### config.mk
export PLATFORM = sky130hd
export DESIGN_NAME = wdog_escalator
export DESIGN_NICKNAME = d
export VERILOG_FILES = /design/src/rtl/wdog_esc_pkg.sv /design/src/rtl/wdog_src_sel.sv /design/src/rtl/wdog_period_ctr.sv /design/src/rtl/wdog_stage_dec.sv /design/src/rtl/wdog_escalator.sv
export SDC_FILE = /design/constraint.sdc
export NUM_CORES = 1
export LEC_CHECK = 0
export ABC_AREA = 1
export BUFFER_PORTS_ARGS = -buffer_cell sky130_fd_sc_hd__buf_2
export CORE_UTILIZATION = 50
export DETAILED_ROUTE_END_ITERATION = 12
export GPL_ROUTABILITY_DRIVEN = 1
export GPL_TIMING_DRIVEN = 1
export PLACE_DENSITY = 0.79
export SLEW_MARGIN = 20
export SYNTH_ARGS = -nofsm -noshare
export SYNTH_HDL_FRONTEND = slang
export SYNTH_HIERARCHICAL = 1
export SYNTH_SLANG_ARGS = --single-unit
export TNS_END_PERCENT = 30
### constraint.sdc
create_clock -name clk -period 2.9 [get_ports clk]
set_clock_uncertainty 0.05 [all_clocks]
set_input_delay 0.145 -clock clk [delete_from_list [all_inputs] [get_ports clk]]
set_output_delay 0.145 -clock clk [all_outputs]
set_load 0.005 [all_outputs]
### src/rtl/wdog_esc_pkg.sv
package wdog_esc_pkg;
    localparam int CFG_W      = 17;
    localparam int SRC_W      = 4;
    localparam int PER_W      = 8;
    localparam int PER_LSB    = 4;
    localparam int EN_LSB     = 12;
    localparam int N_STEPS    = 5;
    localparam int STEP_W     = 3;

    localparam logic [1:0] ADDR_CFG = 2'd0;
    localparam logic [1:0] ADDR_CMD = 2'd1;
    localparam logic [1:0] ADDR_KEY = 2'd2;

    localparam int CMD_START_BIT = 0;
    localparam int CMD_STOP_BIT  = 1;

    typedef struct packed {
        logic [CFG_W-1:0]  cfg;
        logic              armed;
        logic              running;
        logic [PER_W-1:0]  count;
        logic [STEP_W-1:0] stage;
        logic [2:0]        irq;
        logic [1:0]        rst;
    } wdog_state_t;
endpackage

### src/rtl/wdog_src_sel.sv
module wdog_src_sel #(
    parameter int NUM_TIMERS = 10,
    parameter int SEL_W      = 4
) (
    input  logic [NUM_TIMERS-1:0] tmr_expire,
    input  logic [SEL_W-1:0]      sel,
    output logic                  pulse
);
    logic [NUM_TIMERS-1:0] hit;

    for (genvar i = 0; i < NUM_TIMERS; i++) begin : g_hit
        assign hit[i] = tmr_expire[i] && (sel == SEL_W'(i));
    end

    assign pulse = |hit;
endmodule

### src/rtl/wdog_period_ctr.sv
module wdog_period_ctr #(
    parameter int PER_W = 8
) (
    input  logic [PER_W-1:0] count_q,
    input  logic [PER_W-1:0] period,
    input  logic             tick,
    output logic [PER_W-1:0] count_d,
    output logic             expire
);
    logic [PER_W:0] limit;
    logic [PER_W:0] next;

    always_comb begin
        limit   = (period == '0) ? (PER_W+1)'(1) : {1'b0, period};
        next    = {1'b0, count_q} + (PER_W+1)'(1);
        count_d = count_q;
        expire  = 1'b0;
        if (tick) begin
            if (next >= limit) begin
                expire  = 1'b1;
                count_d = '0;
            end else begin
                count_d = next[PER_W-1:0];
            end
        end
    end
endmodule

### src/rtl/wdog_stage_dec.sv
module wdog_stage_dec #(
    parameter int N_STEPS = 5,
    parameter int STEP_W  = 3
) (
    input  logic [STEP_W-1:0]  stage_q,
    input  logic               expire,
    input  logic [N_STEPS-1:0] en,
    output logic [STEP_W-1:0]  stage_d,
    output logic [N_STEPS-1:0] act
);
    logic room;
    assign room = (stage_q < STEP_W'(N_STEPS));

    for (genvar k = 0; k < N_STEPS; k++) begin : g_act
        assign act[k] = expire && room && (stage_q == STEP_W'(k)) && en[k];
    end

    assign stage_d = (expire && room) ? stage_q + STEP_W'(1) : stage_q;
endmodule

### src/rtl/wdog_escalator.sv
module wdog_escalator
    import wdog_esc_pkg::*;
#(
    parameter int          NUM_TIMERS  = 10,
    parameter logic [31:0] UNLOCK_WORD = 32'h0000_C45A
) (
    input  logic                  clk,
    input  logic                  rst_n,
    input  logic                  wr_en,
    input  logic [1:0]            wr_addr,
    input  logic [31:0]           wr_data,
    input  logic [1:0]            rd_addr,
    output logic [31:0]           rd_data,
    input  logic [NUM_TIMERS-1:0] tmr_expire,
    output logic                  irq_local,
    output logic                  irq_fast,
    output logic                  irq_remote,
    output logic                  rst_debug,
    output logic                  rst_por
);
    wdog_state_t state_q, state_d;

    logic              sel_pulse;
    logic              tick;
    logic              expire;
    logic [PER_W-1:0]  count_nx;
    logic [STEP_W-1:0] stage_nx;
    logic [N_STEPS-1:0] act;

    wdog_src_sel #(.NUM_TIMERS(NUM_TIMERS), .SEL_W(SRC_W)) u_sel (
        .tmr_expire (tmr_expire),
        .sel        (state_q.cfg[SRC_W-1:0]),
        .pulse      (sel_pulse)
    );

    assign tick = state_q.running && (state_q.stage < STEP_W'(N_STEPS)) && sel_pulse;

    wdog_period_ctr #(.PER_W(PER_W)) u_per (
        .count_q (state_q.count),
        .period  (state_q.cfg[PER_LSB +: PER_W]),
        .tick    (tick),
        .count_d (count_nx),
        .expire  (expire)
    );

    wdog_stage_dec #(.N_STEPS(N_STEPS), .STEP_W(STEP_W)) u_dec (
        .stage_q (state_q.stage),
        .expire  (expire),
        .en      (state_q.cfg[EN_LSB +: N_STEPS]),
        .stage_d (stage_nx),
        .act     (act)
    );

    always_comb begin
        state_d     = state_q;
        state_d.rst = '0;
        if (tick) begin
            state_d.count = count_nx;
            state_d.stage = stage_nx;
            state_d.irq   = state_q.irq | act[2:0];
            state_d.rst   = act[4:3];
        end
        if (wr_en) begin
            unique case (wr_addr)
                ADDR_CFG: state_d.cfg   = wr_data[CFG_W-1:0];
                ADDR_KEY: state_d.armed = (wr_data == UNLOCK_WORD);
                ADDR_CMD: begin
                    state_d.armed = 1'b0;
                    if (state_q.armed &&
                        (wr_data[CMD_STOP_BIT] || wr_data[CMD_START_BIT])) begin
                        state_d.running = !wr_data[CMD_STOP_BIT];
                        state_d.count   = '0;
                        state_d.stage   = '0;
                        state_d.irq     = '0;
                        state_d.rst     = '0;
                    end
                end
                default: ;
            endcase
        end
    end

    always_ff @(posedge clk) begin
        if (!rst_n) begin
            state_q <= '0;
        end else begin
            state_q <= state_d;
        end
    end

    always_comb begin
        rd_data = '0;
        unique case (rd_addr)
            ADDR_CFG: rd_data[CFG_W-1:0] = state_q.cfg;
            ADDR_CMD: begin
                rd_data[0]   = state_q.running;
                rd_data[6:4] = state_q.stage;
            end
            default: ;
        endcase
    end

    assign irq_local  = state_q.irq[0];
    assign irq_fast   = state_q.irq[1];
    assign irq_remote = state_q.irq[2];
    assign rst_debug  = state_q.rst[0];
    assign rst_por    = state_q.rst[1];
endmodule

==> results_dict.tcl <==
set metrics [dict create \
    status "finished, final reports clean" \
    crit_family "simple AND/OR/NAND/NOR gates" \
    maxSlewViolCount 0 \
    post_drt_via_cell_ratio 4.92 \
    rsz0062_at_grt "false" \
    nets 518 \
    grt_max_degree 35 \
    n_antenna_cell 0 \
    utilization_pct 61.5 \
    final_antenna_net_count 0 \
    nFillCells 445 \
    hold_ws_ps 102 \
    place_congestion 0.914 \
    syn2layout_area_growth_pct 15.6 \
    fmax_mhz 383 \
    ys_ff_latch 35 \
    row_count 25 \
    leakagePower_uw 0.00147 \
    synth_top_area_cell "dfxtp_1" \
    period_share_pct 89.9 \
    clockPowerShare_pct 34.7 \
    htreeDepth 2 \
    die_w_um 73.9 \
    ios 86 \
    place.port_buffers 70 \
    track_usage_pct 22.7 \
    critPathRequiredTime_ps 3070 \
    total_power_uw 998 \
    power.internal_uw 716 \
    yosys_warnings 6 \
    tns_ps 0 \
    slowest_stage "dfxtp_1" \
    drive_gt1_share_pct 26.0 \
    slowest_delay_ps 440 \
    fp.dieArea_um2 5450 \
    cts_tree "yes" \
    swShare_pct 28.2 \
    grt_pass1_wl_um 9550 \
    synthTopCellsByArea "dfxtp_1 27%, nor2_1 8.6%, nand2_1 8.3%" \
    ir_worst_vdd_uv 204 \
    setup-violations-final 0 \
    antenna_found_initial 0 \
    crit_fanout 8 \
    drtIter0Drc 203 \
    start_util_pct 53.2 \
    cts_buffers 5 \
    grt_pass1_vias 2253 \
    max_slew_margin_pct 39.4 \
    clkSlewWorstSetupHoldPaths_ps 80 \
    wl_per_cell_um 11.0 \
    p_comb_share_pct 14.9 \
    crit_type "reg2reg" \
    cts-root-buf "clkbuf_8" \
    finalHoldViolations 0 \
    drc_errors 0 \
    via_count 2564 \
    drtPass1Iterations 4 \
    die_h_um 73.9 \
    synth_cell_types 39 \
    cap_violations 0 \
    routed_wl_um 5710 \
    seqPwrFrac_pct 50.4 \
    hpwlAfterDp_um 4330 \
    clock_latency_ps 290 \
    hold_path.class "in2reg" \
    tightest_slew_ps 906 \
    p_sw_uw 282 \
    min_period_ps 2610 \
    synth_area_um2 2580 \
    syn_avg_cell_area_um2 6.67 \
    path_cells "ha_1, nand3_2, nor3_4, xor2_1, ha_1, a21oi_1, nand2_1, nand2_1, nand2_1, a21oi_1, nor2_1, nor3_1" \
    critPathLaunchType "flip-flop" \
    grt-ovfl-total 0 \
    powerDensity_nw_per_um2 334 \
    clockBufferDepth 2 \
    cts.sinks 35 \
    cp-end-kind "flip-flop" \
    cpMostUsedCell "nand2_1" \
    ys_seq_area_share_pct 27.1 \
    worst_ep_arrival_time_ps 2780 \
    core_um2 4850 \
    cp_num_buf_inv 0 \
    synthCells 387 \
    synth_top_area_share_pct 27.1 \
]
==> worst paths after layout <==
kind,slack (ps),startpoint,cells after the start,to
max,290,state_q[8],12,state_q[10]
min,100,wr_data[2],3,state_q[20]
max reg2reg,290,state_q[8],12,state_q[10]
min reg2reg,410,irq_remote,2,irq_remote
==> tightest hold or removal path, stage by stage <==
cell,delay (ps)
buf_2,80
o21ai_0,70
a21oi_1,100
==> synth_stat cells, drive strengths merged <==
cell type  instances
nand2             65
inv               63
nor2              62
dfxtp             35
a21oi             31
o21ai             30
nand3             26
buf               24
ha                16
nor3              15
xor2               4
clkbuf             3
mux2i              2
nand3b             2
nand4              2
or2                2
a31o               1
a31oi              1
and2               1
conb               1
o21bai             1
==> power groups by stage <==
stage	Combinational, uW	Sequential, uW	Clock (uW)
3_5_place_dp	146	514	0
5_1_grt	171	505	372
3_3_place_gp	144	514	0
2_1_floorplan	108	510	0
6_report	148	503	346
4_1_cts	146	503	355
==> state kept, by name, indices dropped and copies added, names as in the netlist <==
register,count
state_q,30
irq_fast,1
irq_local,1
irq_remote,1
rst_debug,1
rst_por,1
==> repair_timing <==
item                       4_1_cts  5_1_grt
buffers inserted                 0        0
hold buffers                     0        0
resized for setup                0        2
setup endpoints to repair        0        8
==> cell usage in the layout (no fill, tap or decap), types with 3 or more instances in the layout <==
cell type,n
nor2_1,59
nor3_1,10
conb_1,15
nand2_2,7
nand3_1,21
clkinv_2,3
o21ai_0,25
clkbuf_8,5
o21ai_1,4
nand3_2,5
inv_1,56
dfxtp_1,35
buf_2,70
inv_2,6
nor3_2,4
nand2_1,57
a21oi_1,26
a21oi_2,4
xor2_1,3
ha_1,16
==> kinds of logic (layout without fill, tap and decap cells) <==
logic type	count (synthesis)	count (layout)	synth area share, %
AND/OR/NAND/NOR	175	175	31.8
buffers and inverters	90	143	16.8
AO/OA/AOI/OAI	64	64	13.9
flip-flops	35	35	27.1
adder cells (fa/ha/maj)	16	16	7.76
XOR/XNOR	4	4	1.65
multiplexers	2	2	0.776
other	1	15	0.145
==> per-layer routing <==
metal	GRT usage [%]	share of wire [%]
met5	0	0
met3	3.57	5.1
met2	40.8	50
met4	8.33	1.2
met1	27.1	44
==> final cells by class <==
| type | count | area [um2] | area share, % |
|---|---|---|---|
| Clock buffer | 5 | 68.8 | 2.31 |
| Clock inverter | 3 | 15.0 | 0.503 |
| Inverter | 63 | 239 | 8.01 |
| Multi-Input combinational cell | 276 | 1510 | 50.6 |
| Sequential cell | 35 | 701 | 23.5 |
| Tap cell | 67 | 83.8 | 2.81 |
| Timing Repair Buffer | 72 | 365 | 12.2 |
==> through the flow <==
stage | cell area, um2 | cells | setup WS (ps)
3_5_place_dp | 2890 | 513 | 212
4_1_cts | 2970 | 521 | 201
5_1_grt | 2980 | 521 | 22.3
2_1_floorplan | 2630 | 401 | 441
3_3_place_gp | 2890 | 513 | 310
6_report | 2980 | 521 | 291
No activity file was read; power rests on OpenSTA's default activity.
